$ cat src/rtl/bac_pkg.sv
package bac_pkg;
    typedef enum logic [1:0] {
        PH_IDLE = 2'd0,   // grant phase, no owner
        PH_ARB  = 2'd1,   // arbitration settling
        PH_DEV  = 2'd2,   // grant phase, device owns bus
        PH_REF  = 2'd3    // grant phase, refresh owns bus
    } phase_e;

    function automatic int unsigned ns_to_cycles(int unsigned ns, int unsigned mhz);
        return (ns * mhz) / 1000;
    endfunction

    function automatic int unsigned cnt_width(int unsigned n);
        return (n > 1) ? $clog2(n) : 1;
    endfunction
endpackage

$ cat src/rtl/bac_refresh_sched.sv
module bac_refresh_sched
    import bac_pkg::*;
#(
    parameter int unsigned REF_CYC = 750
) (
    input  logic clk,
    input  logic rst,
    input  logic consume_i,
    output logic pend_o
);
    localparam int unsigned W = cnt_width(REF_CYC);
    localparam logic [W-1:0] LAST = W'(REF_CYC - 1);

    logic [W-1:0] cnt_q;
    logic         pend_q;

    always_ff @(posedge clk) begin
        if (rst) begin
            cnt_q  <= '0;
            pend_q <= 1'b0;
        end else if (cnt_q == LAST) begin
            cnt_q  <= '0;
            pend_q <= 1'b1;
        end else begin
            cnt_q <= cnt_q + 1'b1;
            if (consume_i) pend_q <= 1'b0;
        end
    end

    assign pend_o = pend_q;


    pend_hold_chk: assert property (@(posedge clk) disable iff (rst)
        (pend_q && !consume_i) |=> pend_q);
endmodule

$ cat src/rtl/bac_release_timer.sv
module bac_release_timer
    import bac_pkg::*;
#(
    parameter int unsigned TO_CYC = 390
) (
    input  logic clk,
    input  logic rst,
    input  logic in_arb_i,
    input  logic burst_n_i,
    input  logic clr_i,
    output logic err_o
);
    localparam int unsigned W = cnt_width(TO_CYC);
    localparam logic [W-1:0] LAST = W'(TO_CYC - 1);

    logic [W-1:0] cnt_q;
    logic         err_q;
    logic         hit;

    assign hit = in_arb_i && !burst_n_i && !err_q && (cnt_q == LAST);

    always_ff @(posedge clk) begin
        if (rst) begin
            cnt_q <= '0;
        end else if (!in_arb_i || hit) begin
            cnt_q <= '0;
        end else if (!burst_n_i && !err_q) begin
            cnt_q <= cnt_q + 1'b1;
        end
    end

    always_ff @(posedge clk) begin
        if (rst)        err_q <= 1'b0;
        else if (clr_i) err_q <= 1'b0;
        else if (hit)   err_q <= 1'b1;
    end

    assign err_o = err_q;


    err_sticky_chk: assert property (@(posedge clk) disable iff (rst)
        (err_q && !clr_i) |=> err_q);

    err_needs_burst_chk: assert property (@(posedge clk) disable iff (rst)
        $rose(err_q) |-> $past(in_arb_i && !burst_n_i));
endmodule

$ cat src/rtl/bac_phase_seq.sv
module bac_phase_seq
    import bac_pkg::*;
#(
    parameter int unsigned SETTLE_CYC  = 4,
    parameter int unsigned REF_LEN_CYC = 4
) (
    input  logic   clk,
    input  logic   rst,
    input  logic   preempt_n_i,
    input  logic   burst_n_i,
    input  logic   ref_pend_i,
    input  logic   err_i,
    output phase_e phase_o,
    output logic   consume_o
);
    localparam int unsigned SW = cnt_width(SETTLE_CYC);
    localparam int unsigned RW = cnt_width(REF_LEN_CYC);
    localparam logic [SW-1:0] S_LAST = SW'(SETTLE_CYC - 1);
    localparam logic [RW-1:0] R_LAST = RW'(REF_LEN_CYC - 1);

    phase_e        phase_q;
    logic [SW-1:0] settle_q;
    logic [RW-1:0] rlen_q;
    logic          req, freed, settled;

    assign req     = !preempt_n_i || ref_pend_i || err_i;
    assign freed   = burst_n_i || err_i;
    assign settled = (phase_q == PH_ARB) && freed && (settle_q == S_LAST);

    always_ff @(posedge clk) begin
        if (rst) begin
            phase_q  <= PH_IDLE;
            settle_q <= '0;
            rlen_q   <= '0;
        end else begin
            case (phase_q)
                PH_IDLE, PH_DEV: begin
                    settle_q <= '0;
                    if (req) phase_q <= PH_ARB;
                end
                PH_ARB: begin
                    if (settled) begin
                        settle_q <= '0;
                        rlen_q   <= '0;
                        phase_q  <= ref_pend_i ? PH_REF : PH_DEV;
                    end else if (freed) begin
                        settle_q <= settle_q + 1'b1;
                    end
                end
                default: begin
                    if (rlen_q == R_LAST) phase_q <= PH_IDLE;
                    else                  rlen_q  <= rlen_q + 1'b1;
                end
            endcase
        end
    end

    assign phase_o   = phase_q;
    assign consume_o = settled && ref_pend_i;


    preempt_starts_arb_chk: assert property (@(posedge clk) disable iff (rst)
        (!preempt_n_i && phase_q == PH_IDLE) |=> phase_q == PH_ARB);

    settle_release_chk: assert property (@(posedge clk) disable iff (rst)
        ($past(phase_q) == PH_ARB && phase_q != PH_ARB) |-> $past(burst_n_i || err_i));

    grant_after_arb_chk: assert property (@(posedge clk) disable iff (rst)
        ((phase_q == PH_DEV || phase_q == PH_REF) && $past(phase_q) != phase_q)
            |-> $past(phase_q) == PH_ARB);

    err_forces_arb_chk: assert property (@(posedge clk) disable iff (rst)
        (err_i && phase_q == PH_DEV) |=> phase_q == PH_ARB);
endmodule

$ cat src/rtl/bus_arb_ctrl.sv
module bus_arb_ctrl
    import bac_pkg::*;
#(
    parameter int unsigned CLK_MHZ     = 50,
    parameter int unsigned SETTLE_CYC  = 4,
    parameter int unsigned REF_LEN_CYC = 4,
    parameter int unsigned TIMEOUT_NS  = 7800,
    parameter int unsigned REFRESH_NS  = 15000
) (
    input  logic clk,
    input  logic rst,
    input  logic preempt_n,
    input  logic burst_n,
    input  logic err_clr,
    output logic arb_phase,
    output logic dev_grant,
    output logic refresh_grant,
    output logic timeout_err
);
    localparam int unsigned TO_CYC  = ns_to_cycles(TIMEOUT_NS, CLK_MHZ);
    localparam int unsigned REF_CYC = ns_to_cycles(REFRESH_NS, CLK_MHZ);

    phase_e phase;
    logic   ref_pend, consume, err;

    bac_refresh_sched #(.REF_CYC(REF_CYC)) u_ref (
        .clk(clk), .rst(rst), .consume_i(consume), .pend_o(ref_pend)
    );

    bac_release_timer #(.TO_CYC(TO_CYC)) u_tmr (
        .clk(clk), .rst(rst), .in_arb_i(phase == PH_ARB),
        .burst_n_i(burst_n), .clr_i(err_clr), .err_o(err)
    );

    bac_phase_seq #(.SETTLE_CYC(SETTLE_CYC), .REF_LEN_CYC(REF_LEN_CYC)) u_seq (
        .clk(clk), .rst(rst), .preempt_n_i(preempt_n), .burst_n_i(burst_n),
        .ref_pend_i(ref_pend), .err_i(err), .phase_o(phase), .consume_o(consume)
    );

    assign arb_phase     = (phase == PH_ARB);
    assign dev_grant     = (phase == PH_DEV);
    assign refresh_grant = (phase == PH_REF);
    assign timeout_err   = err;
endmodule

$ cat config.mk
export PLATFORM = sky130hd
export DESIGN_NAME = bus_arb_ctrl
export DESIGN_NICKNAME = d
export VERILOG_FILES = /design/src/rtl/bac_pkg.sv /design/src/rtl/bac_refresh_sched.sv /design/src/rtl/bac_release_timer.sv /design/src/rtl/bac_phase_seq.sv /design/src/rtl/bus_arb_ctrl.sv
export SDC_FILE = /design/constraint.sdc
export NUM_CORES = 1
export LEC_CHECK = 0
export BUFFER_PORTS_ARGS = -buffer_cell sky130_fd_sc_hd__buf_4
export CORE_MARGIN = 5
export CORE_UTILIZATION = 45
export CTS_CLUSTER_SIZE = 14
export DETAILED_ROUTE_END_ITERATION = 10
export SKIP_LAST_GASP = 1
export SYNTH_ARGS = -nofsm -noshare
export SYNTH_HDL_FRONTEND = slang
export SYNTH_SLANG_ARGS = --single-unit
$ cat constraint.sdc
create_clock -name clk -period 2.86 [get_ports clk]
set_input_delay 0.429 -clock clk [delete_from_list [all_inputs] [get_ports clk]]
set_output_delay 0.429 -clock clk [all_outputs]
set_load 0.02 [all_outputs]
==> results of run 1 <==
## cells in the mapped netlist, types with 2 or more instances
| master | instances |
|---|---|
| sky130_fd_sc_hd__a2111oi_0 | 2 |
| sky130_fd_sc_hd__a211oi_1 | 6 |
| sky130_fd_sc_hd__a21oi_1 | 11 |
| sky130_fd_sc_hd__dfxtp_1 | 27 |
| sky130_fd_sc_hd__ha_1 | 6 |
| sky130_fd_sc_hd__inv_1 | 6 |
| sky130_fd_sc_hd__nand2_1 | 8 |
| sky130_fd_sc_hd__nand3_1 | 8 |
| sky130_fd_sc_hd__nand3b_1 | 3 |
| sky130_fd_sc_hd__nor2_1 | 8 |
| sky130_fd_sc_hd__nor2b_1 | 2 |
| sky130_fd_sc_hd__nor3_1 | 3 |
| sky130_fd_sc_hd__o211ai_1 | 2 |
| sky130_fd_sc_hd__o21ai_0 | 13 |
| sky130_fd_sc_hd__o31ai_1 | 3 |
| sky130_fd_sc_hd__or2_2 | 2 |
| sky130_fd_sc_hd__or3_1 | 8 |
| sky130_fd_sc_hd__or4_1 | 5 |
| sky130_fd_sc_hd__xnor2_1 | 3 |
| sky130_fd_sc_hd__xor2_1 | 2 |
## critical path: stages, from the launching register on
cell                        delay (ns)
sky130_fd_sc_hd__dfxtp_1          0.45
sky130_fd_sc_hd__ha_1             0.17
sky130_fd_sc_hd__or4b_1           0.48
sky130_fd_sc_hd__nor3_2           0.46
sky130_fd_sc_hd__a2111oi_0        0.14
## power breakdown
group,internal (mW),total (mW),switching (mW),leakage [nW]
Clock,0.0545,0.164,0.109,0.0150
Sequential,0.383,0.391,0.00826,0.219
Combinational,0.0153,0.0363,0.0211,0.214
## final cells by class
cell class,instances,area share (%)
timing repair buffer,8,4.290
inverter,6,1.609
sequential,27,38.61
tap,31,2.770
clock buffer,4,1.877
multi-input combinational,109,50.85
## routing by layer
metal | share of wire [%] | track usage, %
met5 | 0 | 0
met4 | 1.2 | 7.273
met3 | 4.8 | 2.842
met2 | 47 | 21.45
met1 | 47 | 17.23
## worst min-delay path by stage
stage                            startpoint                 to  slack (ns)  depth (start not counted)
after CTS                               rst    u_seq.rlen_q[1]        0.30                          2
after floorplan              u_ref.cnt_q[9]     u_ref.cnt_q[9]        0.45                          2
final                                   rst    u_seq.rlen_q[0]        0.31                          2
after global routing                    rst    u_seq.rlen_q[1]        0.29                          2
after global placement       u_ref.cnt_q[9]     u_ref.cnt_q[9]        0.46                          2
after detailed placement  u_seq.settle_q[1]  u_seq.settle_q[1]        0.48                          2
## state kept, by name, indices dropped and copies added (netlist names)
signal / count
u_ref.pend_o: 1
u_tmr.cnt_q: 9
u_ref.cnt_q: 10
u_seq.settle_q: 2
u_seq.rlen_q: 2
u_tmr.err_o: 1
u_seq.phase_o: 2
## through the flow
| step | cells | hold slack (ns) | total power, mW |
|---|---|---|---|
| final | 185 | 0.3067 | 0.5909 |
| after global routing | 185 | 0.2867 | 0.6234 |
| after CTS | 185 | 0.3005 | 0.5983 |
| after detailed placement | 181 | 0.4805 | 0.4360 |
| after global placement | 181 | 0.4581 | 0.4341 |
| after floorplan | 143 | 0.4521 | 0.4206 |
## cells by family (layout without fill, tap and decap cells)
group           count (synthesis)  in the layout  share of synthesized area [%]
compound gates                 39             39                          19.06
simple gates                   59             59                          27.27
flops                          27             27                          42.23
buf+inv                         7             18                          2.150
xor+xnor                        5              5                          3.422
fa+ha+maj                       6              6                          5.865
==> results.md, run 1 <==
- The flow ran to the end, and the final reports show no timing, DRC or antenna violations.
- Derived from the worst setup path, the maximum achievable clock frequency is 547.6 MHz.
- The synthesized cell area is 1280 um2.
- STA classifies the critical path endpoint as a flip-flop.
- The required time at the worst-slack endpoint is 3.05 ns.
- The maximum fanout along the worst path is 9.
- For the final routed database, the setup TNS stands at 0 ns.
- The largest net degree at the start of global routing is 15.
- The area of all placed cells without fillers is 1400 um2.
- For this design the static power due to leakage is 0.4473 nW.
- The initial antenna violation count is 0.
- The first global-routing pass estimated 4581 um of wire.
- The time the worst path needs with I/O delays and setup is 1.826 ns.
- Sorting the synthesized cells by area gives the leading types as sky130_fd_sc_hd__dfxtp_1 42%, sky130_fd_sc_hd__ha_1 5.9%, sky130_fd_sc_hd__o21ai_0 5.1%, sky130_fd_sc_hd__a21oi_1 4.3%, sky130_fd_sc_hd__or3_1 3.9%.
- The first-pass iteration count of the detailed router is 6.
- The number of remaining DRC errors is 0.
- The detail route stage leaves a number of antenna-violating nets equal to 0.
- The number of synthesized flops with an enable pin is 0.
- The most common library cell in the layout ignoring fill and taps is sky130_fd_sc_hd__dfxtp_1.
- The diode insertion count for antenna repair is 0.
- The worst vdd rail ir drop is 0.3465 mV.
- The post-place instance area is 1374 um2.
- Tracing the worst setup path back leads to its startpoint at u_tmr.cnt_q[0].
- For this block, the routed nets add up to 2504 um of wire.
- Prior to clock tree synthesis, the placed netlist has a worst setup slack of 1.012 ns.
- CTS built an H-tree with a depth of 1.
- The overall routing resource usage is 13.61%.
- The setup violation total in the final timing report is 0.
- After clock tree synthesis, the clock-pin slew on the worst setup and hold paths is 0.14 ns.
- The arrival time at the worst endpoint is 2.01 ns.
- The floorplan step set the die width to 63.33 um.
- The reg-to-reg endpoint is u_tmr.cnt_q[1].
- The via count of the routed design is 1096.
- The area taken by multi-input logic gates is 711.9 um2.
- The number of cell rows is 19.
- Once the floorplan was initialized, standard cells occupied 46.82% of the core.
- The average wire per standard cell is 13.54 um.
- The final layout contains 166 nets.
- The area occupied by registers is 540.5 um2.
- At the later pin of the worst-skew pair, clock insertion delay measures 0.32 ns.
- The worst setup path category is reg2reg.
- The final clock period utilization by the worst path is 63.85%.
- The setup skew after layout is 0.006668 ns.
- The number of buffers inserted by hold repair at cts is 0.
- For this design the top-level I/O count stands at 9.
- The sink count of the clock tree is 27.
- Counting along the longest clock path gives a buffer depth of 2.
- Once the clock tree was built, the setup fixing pass inserted 0 buffers.
- After floorplanning, the core was sized to cover 2734 um2.
- The total count of hold-check failures in the final report is 0.
- Counting every net in the synthesized netlist gives 154.
- Following the worst setup path forward leads to its endpoint at u_tmr.cnt_q[1].
- After synthesis, the netlist uses 35 different library cells.
- The worst register-to-register path has a depth of 4.
- In this run the power density over the cells is 422.0 nW/um2.
- The top cell type by area accounts for 42.23% of the synthesized area.
- The wire-length estimate of the detail-placed layout is 1902 um.
- The worst setup path is launched from a flip-flop.
- Leaving out fill and tap cells, the most frequent cells in the layout are 27 x sky130_fd_sc_hd__dfxtp_1, 13 x sky130_fd_sc_hd__o21ai_0, 11 x sky130_fd_sc_hd__a21oi_1.
- The layout overhead on the synthesized area is 9.384%.
- The post-route worst setup slack is 1.034 ns.
- The die covers 4011 um2.
- From bottom edge to top edge, the die measures 63.33 um.
- The worst hold path belongs to the class in2reg.
- During synthesis, Yosys emitted a total of 0 warnings.
- The average footprint of a synthesized cell is 8.951 um2.
- Global routing finished with a remaining overflow of 0.
- Max-cap violations in this run came to 0.
- The final-report max-slew violation count is 0.
- Of all flip-flops after synthesis, the portion carrying an async set or reset was 0%.
- Setup repair after global routing left no endpoint under its margin.
- The post-synthesis sequential area ratio is 42.23%.
- Using the TritonRoute via totals, the vias-per-cell ratio works out to 5.924.
- The number of filler cells placed in the layout is 268.
- For the pin with the worst max-slew slack, the measured transition is 0.8911 ns.
- After clock tree synthesis, the repair step resized 0 gates.
- The core occupancy in the finished layout is 51.21%.
- The minimum setup slack among reg-to-reg paths is 1.03 ns.
- In this run, the number of DRC markers left after iteration 0 of detailed routing was 70.
- The via count of the first global-routing pass is 1054.
- TritonCTS built the clock tree.
- The cell count after synthesis came out at 143.
- After synthesis the netlist holds a flip-flop and latch count of 27.
- The CTS root buffer is sky130_fd_sc_hd__clkbuf_4.
- The global placer's final weighted congestion is 0.7878.
- Measured against its own limit, the worst slew margin works out to 39.94%.
- In the final layout, the share of cells above drive strength 1 is 10.39%.
- For this run, the leading register cell type out of synthesis is sky130_fd_sc_hd__dfxtp_1.
- The startpoint identified for the worst register-to-register timing path is u_tmr.cnt_q[0].
- The count of buffers inserted at the top-level ports is 8.
- The cell taking the most area after synthesis is sky130_fd_sc_hd__dfxtp_1.
- TritonCTS created 3 clock buffers.
No activity file was read; power rests on OpenSTA's default activity.
==> inputs of run 2 (changes only) <==
--- a/config.mk
+++ b/config.mk
@@ -5,6 +5,7 @@
 export SDC_FILE = /design/constraint.sdc
 export NUM_CORES = 1
 export LEC_CHECK = 0
+export ABC_AREA = 1
 export BUFFER_PORTS_ARGS = -buffer_cell sky130_fd_sc_hd__buf_4
 export CORE_MARGIN = 5
 export CORE_UTILIZATION = 45
==> constraint.sdc (replaced) <==
create_clock -name clk -period 1.7 [get_ports clk]
set_input_delay 0.255 -clock clk [delete_from_list [all_inputs] [get_ports clk]]
set_output_delay 0.255 -clock clk [all_outputs]
set_load 0.02 [all_outputs]
==> run 2 against run 1 <==
Final cell count rose by 24%. Worst hold slack got worse by 0.23 ns. Register-to-register slack got worse by 0.58 ns. Sequential power rose by 69%. Final area rose by 3.4%. Core utilization rose by 0.83 points. Critical endpoint is now arb_phase.
==> results.md, run 2 <==
- The number of buffers inserted by hold repair at cts is 0.
- The synthesized design contains 27 register bits.
- The final critical path takes up 80.47% of the cycle.
- The total count of hold-check failures in the final report is 0.
- The level count of the clock H-tree is 1.
- The register clock-pin slew on the reported worst setup and hold paths is 0.13 ns.
- The delay of the slowest cell on the worst path is 0.36 ns.
- OpenSTA, run right after detailed placement, puts the worst setup slack at 0.4334 ns.
- The final-report max-slew violation count is 0.
- The floorplan step set the die width to 64.21 um.
- The register with the most flip-flops in the layout has 10 of them.
- Once the floorplan was initialized, standard cells occupied 47.55% of the core.
- Sequential cells account for 64.5% of the total power.
- The average footprint of a synthesized cell is 7.110 um2.
- Yosys attributes the largest share of cell area to sky130_fd_sc_hd__dfxtp_1 41%, sky130_fd_sc_hd__nand2_1 12%, sky130_fd_sc_hd__nor2_1 8.8%, sky130_fd_sc_hd__inv_1 7.4%, sky130_fd_sc_hd__ha_1 5.7%.
- The setup violation total in the final timing report is 0.
- The sum of buffers and inverters on the critical path is 3.
- The largest registers in the layout are u_ref.cnt_q: 10 flops, u_tmr.cnt_q: 9 flops.
- Counting flops per register, the top entry is u_ref.cnt_q.
- The layout cell share with drive strength beyond 1 is 11.11%.
- Data on the critical path arrives at its endpoint at 1.11 ns.
- With fillers left out, the area of the finished cells amounts to 1448 um2.
- In the routed design, unresolved DRC markers number 0.
- The class of the worst hold path is in2reg.
- On the critical path the largest part of the delay comes from flip-flops.
- The relative contribution of the clock network to total power is 26.3%.
- Setup slack on the critical path of the routed design comes to 0.3320 ns.
- In this run the remaining antenna-violating nets after routing total 0.
- The most frequent cell after synthesis is sky130_fd_sc_hd__nand2_1.
- Power spread over the standard cell area amounts to 708.3 nW/um2.
- After detailed routing, the number of vias per cell comes to 4.895.
- In this run, CTS created clock tree buffers numbering 3.
- The routed layout has 1121 vias.
- The first-pass iteration count of the detailed router is 3.
- The number of nets produced by synthesis is 197.
- The time the worst path needs with I/O delays and setup is 1.368 ns.
- After clock tree synthesis, the repair step resized 0 gates.
- The number of filler cells placed in the layout is 286.
- In this run the cell area measured after placement is 1421 um2.
- Counting distinct cell types in the post-synthesis netlist gives 21.
- Buffers added to address setup during post-CTS repair amount to 0.
- The type of element launching the critical path is a flip-flop.
- Traced cell by cell, the critical path runs through inv_1 > nand2_2 > inv_1 > buf_4.
- During synthesis, Yosys emitted a total of 0 warnings.
- The switching power is 0.2488 mW.
- Counting flops with an async set or reset pin after synthesis yields a share of 0%.
- The via count of the first global-routing pass is 1052.
- The overall routing resource usage is 12.07%.
- The slew at the pin closest to its max-slew limit is 0.3210 ns.
- The worst hold path depth is 2.
- The final layout contains routed wiring with a total length of 2291 um.
- The diode insertion count for antenna repair is 0.
- Of all nets on the critical path, the largest fanout is 6.
- The cell taking the most area after synthesis is sky130_fd_sc_hd__dfxtp_1.
- The run finished with clean final reports.
- The count of buffers inserted at the top-level ports is 8.
- The initial antenna violation count is 0.
- The number of instances in the synthesized netlist is 186.
- The max capacitance violation total is 0.
- The area of the die is 4123 um2.
- The most common cell type on the critical path is sky130_fd_sc_hd__inv_1.
- The depth of the worst register-to-register path is 6.
- The CTS root buffer is sky130_fd_sc_hd__clkbuf_4.
- The number of synthesized flops with an enable pin is 0.
- For the final routed database, the setup TNS stands at 0 ns.
- The post-synthesis sequential area ratio is 40.87%.
- STA puts the critical path data required time at 1.44 ns.
- IR analysis of the VDD net gives a maximum drop of 0.5521 mV.
- In this run switching power makes up 24.26% of total power.
- The final layout net count is 210.
- The later-pin clock latency in the skew report is 0.32 ns.
- The top-area cell type share of the netlist area is 40.87%.
- The global placer's final weighted congestion is 0.8023.
- The total internal power is 0.7765 mW.
- Cells fill 52.05% of the core in the end.
- The maximum clock frequency is 731.0 MHz.
- Counting buffers and inverters, the worst setup path is 4 cells deep.
- The synthesized cell area is 1323 um2.
- The number of top-level pins is 9.
- The area growth from synthesis to layout is 9.461%.
- For this design the static power due to leakage is 0.6106 nW.
- The critical path in this run is classified as reg2out.
- The CTS tree is done.
- The slowest stage of the critical path belongs to the cell sky130_fd_sc_hd__dfxtp_1.
- Dividing the detail-routed wire length by the instance count gives 10.00 um.
- Leaving out fill and tap cells, the most frequent cells in the layout are 41 x sky130_fd_sc_hd__nand2_1, 31 x sky130_fd_sc_hd__nor2_1, 27 x sky130_fd_sc_hd__dfxtp_1, 26 x sky130_fd_sc_hd__inv_1, 13 x sky130_fd_sc_hd__a21oi_1.
- After legalization and detailed placement, the total HPWL measured 1796 um.
- The die height is 64.21 um.
- Counting instances in the post-synthesis netlist gives the leading cell types as 41 x sky130_fd_sc_hd__nand2_1, 31 x sky130_fd_sc_hd__nor2_1, 27 x sky130_fd_sc_hd__dfxtp_1, 26 x sky130_fd_sc_hd__inv_1, 13 x sky130_fd_sc_hd__a21oi_1.
- The power share of the combinational group is 9.2%.
- Setup repair after global routing left no endpoint under its margin.
- Leaving out fill and tap cells, the most frequent cell in the layout is sky130_fd_sc_hd__nand2_1.
- The overflow left after global routing is 0.
- The first-pass GRT wire length is 4084 um.
- The maximum clock insertion buffer count is 2.
- The number of violations reported at the end of detailed-routing iteration 0 is 46.
- The largest net degree at the start of global routing is 15.
- The core outline area is 2781 um2.
- The worst max-slew margin expressed relative to the limit is 78.52%.
- The prevailing post-synth register cell is sky130_fd_sc_hd__dfxtp_1.
- The initialized floorplan defines 19 standard-cell rows.
- STA classifies the critical path endpoint as an output port.
- The setup skew after layout is 0.005921 ns.
- The sink count of the clock tree is 27.
## run 2: power groups by stage
stage	combinational, mW	clock [mW]	sequential, mW
2_1_floorplan	0.0648	0	0.673
3_3_place_gp	0.0933	0	0.675
3_5_place_dp	0.0953	0	0.675
4_1_cts	0.0953	0.291	0.661
5_1_grt	0.107	0.312	0.665
6_report	0.0942	0.270	0.661
## run 2: worst paths after layout
check,start,end,slack (ns)
min,err_clr,u_tmr.err_o,0.07
max,u_seq.phase_o[1],arb_phase,0.33
min reg2reg,u_seq.settle_q[1],u_seq.settle_q[1],0.48
max reg2reg,u_tmr.err_o,u_tmr.cnt_q[8],0.45
## run 2: cell families (layout without fill, tap and decap cells)
group	count (synthesis)	count (layout)	synth area share, %
and+or+nand+nor	101	101	34.34
DFF	27	27	40.87
buffers and inverters	26	38	7.379
AOI/OAI and AO/OA	21	21	8.420
adders and majority gates	6	6	5.676
xor gates and xnor gates	5	5	3.312
## run 2: final cells by class
class / instances / area, um2 / area share [%]
clock buffers: 4 / 26.28 / 1.815
flip-flops and latches: 27 / 540.5 / 37.34
well taps: 31 / 38.79 / 2.679
repair buffers: 8 / 60.06 / 4.149
multi-input cells: 133 / 684.4 / 47.28
inverters: 26 / 97.59 / 6.742
## run 2: metrics by stage
| stage | power (mW) | instances | hold slack (ns) |
|---|---|---|---|
| 6_report | 1.025 | 229 | 0.07277 |
| 5_1_grt | 1.084 | 229 | 0.04803 |
| 4_1_cts | 1.048 | 229 | 0.05357 |
| 3_5_place_dp | 0.7704 | 225 | 0.4157 |
| 3_3_place_gp | 0.7680 | 225 | 0.4110 |
| 2_1_floorplan | 0.7375 | 186 | 0.3241 |
## run 2: routing by layer
layer,vias up,wire length [um],global-route usage [%]
li1,616,-,-
met1,500,1087,13.35
met2,3,1143,21.86
met3,2,43,4.203
met4,0,17,3.053
met5,-,0,0
==> inputs of run 3 (changes only) <==
--- a/config.mk
+++ b/config.mk
@@ -5,7 +5,7 @@
 export SDC_FILE = /design/constraint.sdc
 export NUM_CORES = 1
 export LEC_CHECK = 0
-export ABC_AREA = 1
+export ABC_AREA = 0
 export BUFFER_PORTS_ARGS = -buffer_cell sky130_fd_sc_hd__buf_4
 export CORE_MARGIN = 5
 export CORE_UTILIZATION = 45
==> constraint.sdc (replaced) <==
create_clock -name clk -period 1.2 [get_ports clk]
set_input_delay 0.18 -clock clk [delete_from_list [all_inputs] [get_ports clk]]
set_output_delay 0.18 -clock clk [all_outputs]
set_load 0.02 [all_outputs]
==> run 3 against run 2 <==
The flow now finishes with violations (negative setup slack). Clock skew is 0.0017 ns higher. Sequential power is 41% higher. Combinational power is 120% higher. Routed wire length rose by 59%. Sequential share of layout area fell by 9.7 points.
==> results.md, run 3 (same netlist as run 1, synthesis figures left out) <==
- The slew at the pin closest to its max-slew limit is 0.3398 ns.
- The setup TNS is -3.611 ns.
- The largest net degree at the start of global routing is 15.
- The sink count of the clock tree is 27.
- In this run the cell area measured after placement is 1713 um2.
- The final-report max-slew violation count was 0.
- The path class of the tightest hold or removal check is in2reg.
- The number of cell rows is 19.
- The core occupancy in the finished layout is 75.38%.
- Along the worst hold path, the cell count comes to 2.
- Setup repair after global routing could not meet its margin everywhere.
- The number of violations reported at the end of detailed-routing iteration 0 is 63.
- The worst max-slew margin expressed relative to the limit is 76.76%.
- The post-route worst setup slack is -0.2949 ns.
- In the global route stage, overall resource usage came out at 17.24%.
- The level count of the clock H-tree is 1.
- The total half-perimeter wirelength after legalization and detailed placement is 2382 um.
- The depth of the worst register-to-register path is 5.
- The register with the highest flop count is u_ref.cnt_q.
- Clock tree synthesis inserted a total of 3 buffers.
- The endpoint identified for the worst register-to-register timing path is u_tmr.cnt_q[0].
- The sequential cells in the finished layout cover a total of 569.3 um2.
- The tightest hold path in the finished design has a slack of 0.06418 ns.
- The overall power after layout is 1.536 mW.
- In this run the power density over the cells is 745.3 nW/um2.
- The die is 63.33 um tall.
- The filler-free cell count of the finished design is 235.
- The later pin in the worst-skew pair is clocked with a latency of 0.32 ns.
- The diode insertion count for antenna repair is 0.
- The area of the die is 4011 um2.
- The core region is 2734 um2.
- The final antenna-violating net count is 0.
- From synthesis to final layout, the design area changed by 61.00%.
- The type of element launching the critical path is a flip-flop.
- The via count of the first global-routing pass is 1315.
- The hold path endpoint is u_seq.rlen_q[0].
- The CTS tree is done.
- The endpoint kind of the worst setup timing path is a flip-flop.
- The run finished, with violations left.
- In the final layout, the share of cells above drive strength 1 is 55.88%.
- The required time at the worst-slack endpoint is 1.42 ns.
- The CTS root buffer is sky130_fd_sc_hd__clkbuf_4.
- Dividing the detail-routed via count by the number of cells gives 5.774.
- Based on the critical path, the design can be clocked at up to 669.0 MHz.
- In the final layout, the registers with the most flip-flops are u_ref.cnt_q: 10 flops, u_tmr.cnt_q: 9 flops.
- Counting the fill cells in the layout gives 192.
- The register with the most flip-flops in the layout has 10 of them.
- Before CTS, the worst setup slack after placement is -0.3158 ns.
- Buffers placed on the I/O ports in this run total 8.
- During I/O placement, the number of pins put on the boundary was 9.
- The arrival time at the worst endpoint is 1.72 ns.
- The overflow left after global routing is 0.
- The maximum clock insertion buffer count is 2.
- After detailed routing, the number of remaining DRC violations is 0.
- The setup violation total in the final timing report is 26.
- The smallest clock period supported by the final layout is computed as 1.495 ns.
- The maximum fanout along the worst path is 4.
- The library cell used most frequently in the layout, excluding fill and tap cells, is sky130_fd_sc_hd__buf_4.
- The global placer's final weighted congestion is 0.7966.
- The multi-input combinational cells in the finished layout cover a total of 923.4 um2.
- The startpoint of the most critical register-to-register path is u_tmr.cnt_q[0].
- The cell count after placement is 220.
- The initial antenna violation count was 0.
- Across all layers, the routed design uses 1357 vias.
- The minimum setup slack among reg-to-reg paths is -0.29 ns.
- In the layout the commonest cells are 46 x sky130_fd_sc_hd__buf_4, 12 x sky130_fd_sc_hd__buf_6, 12 x sky130_fd_sc_hd__dfxtp_1, 11 x sky130_fd_sc_hd__o21ai_0, 11 x sky130_fd_sc_hd__dfxtp_2.
- The total count of hold-check failures in the final report is 0.
- The total wire length after detailed routing is 3633 um.
- The checks that failed: negative setup slack.
- From left edge to right edge, the die measures 63.33 um.
- Hold repair after CTS inserted 0 buffers.
- The area of all placed cells without fillers is 2061 um2.
- The register clock-pin slew on the reported worst setup and hold paths is 0.15 ns.
- The worst hold path begins at rst.
- The worst setup path category is reg2reg.
- The final clock period utilization by the worst path is 124.6%.
- Summed over all cells, the static leakage comes to 0.7759 nW.
- The first global-routing pass estimated 5720 um of wire.
- The final layout net count is 216.
- The average wire per standard cell is 15.46 um.
- The starting density of the core is 46.82%.
- The tool flagged a number of max-cap violations equal to 0.
- Across the routed clock network, the largest skew measured is 0.007624 ns.
- The first TritonRoute pass finished after 4 iterations.
- IR analysis of the VDD net gives a maximum drop of 0.6176 mV.
==> run 3: worst max-delay path by stage <==
stage	startpoint	end	slack [ns]	cells after the start
floorplan	u_tmr.cnt_q[1]	u_tmr.cnt_q[1]	-0.27	5
global placement	u_tmr.cnt_q[0]	u_tmr.cnt_q[8]	-0.27	5
detailed placement	u_tmr.cnt_q[1]	u_tmr.cnt_q[7]	-0.32	6
CTS	u_tmr.cnt_q[1]	u_tmr.cnt_q[3]	-0.28	6
global route	u_tmr.cnt_q[0]	u_tmr.cnt_q[0]	-0.35	5
finish	u_tmr.cnt_q[0]	u_tmr.cnt_q[0]	-0.29	5
==> run 3: per-layer routing <==
metal,up-vias,GRT usage [%],wire length (um)
met5,-,0,0
li1,662,-,-
met4,0,5.455,20
met2,31,30.96,1864
met1,662,20.92,1625
met3,2,2.309,123
==> run 3: repair_timing <==
item,CTS,global route
setup buffers,7,5
pin swaps,5,8
resized for setup,30,33
setup endpoints to repair,29,31
==> run 3: area by class of cell <==
type                       count  share of cell area [%]
multi-input combinational    109                   44.81
sequential                    27                   27.63
timing repair buffer          58                   23.32
tap                           31                   1.882
clock buffer                   4                   1.275
inverter                       6                   1.093
==> run 3: power by group <==
group	leakage (nW)	internal (mW)	switching [mW]
Combinational	0.534	0.112	0.0934
Sequential	0.226	0.910	0.0210
Clock	0.0150	0.130	0.269
Total	0.776	1.15	0.384
==> run 3: worst max-delay path: stages (launching register included) <==
cell and delay, ns:
sky130_fd_sc_hd__dfxtp_4 0.41, sky130_fd_sc_hd__ha_4 0.12, sky130_fd_sc_hd__or4b_4 0.48, sky130_fd_sc_hd__nor3_4 0.18, sky130_fd_sc_hd__buf_4 0.16, sky130_fd_sc_hd__nor3_1 0.05
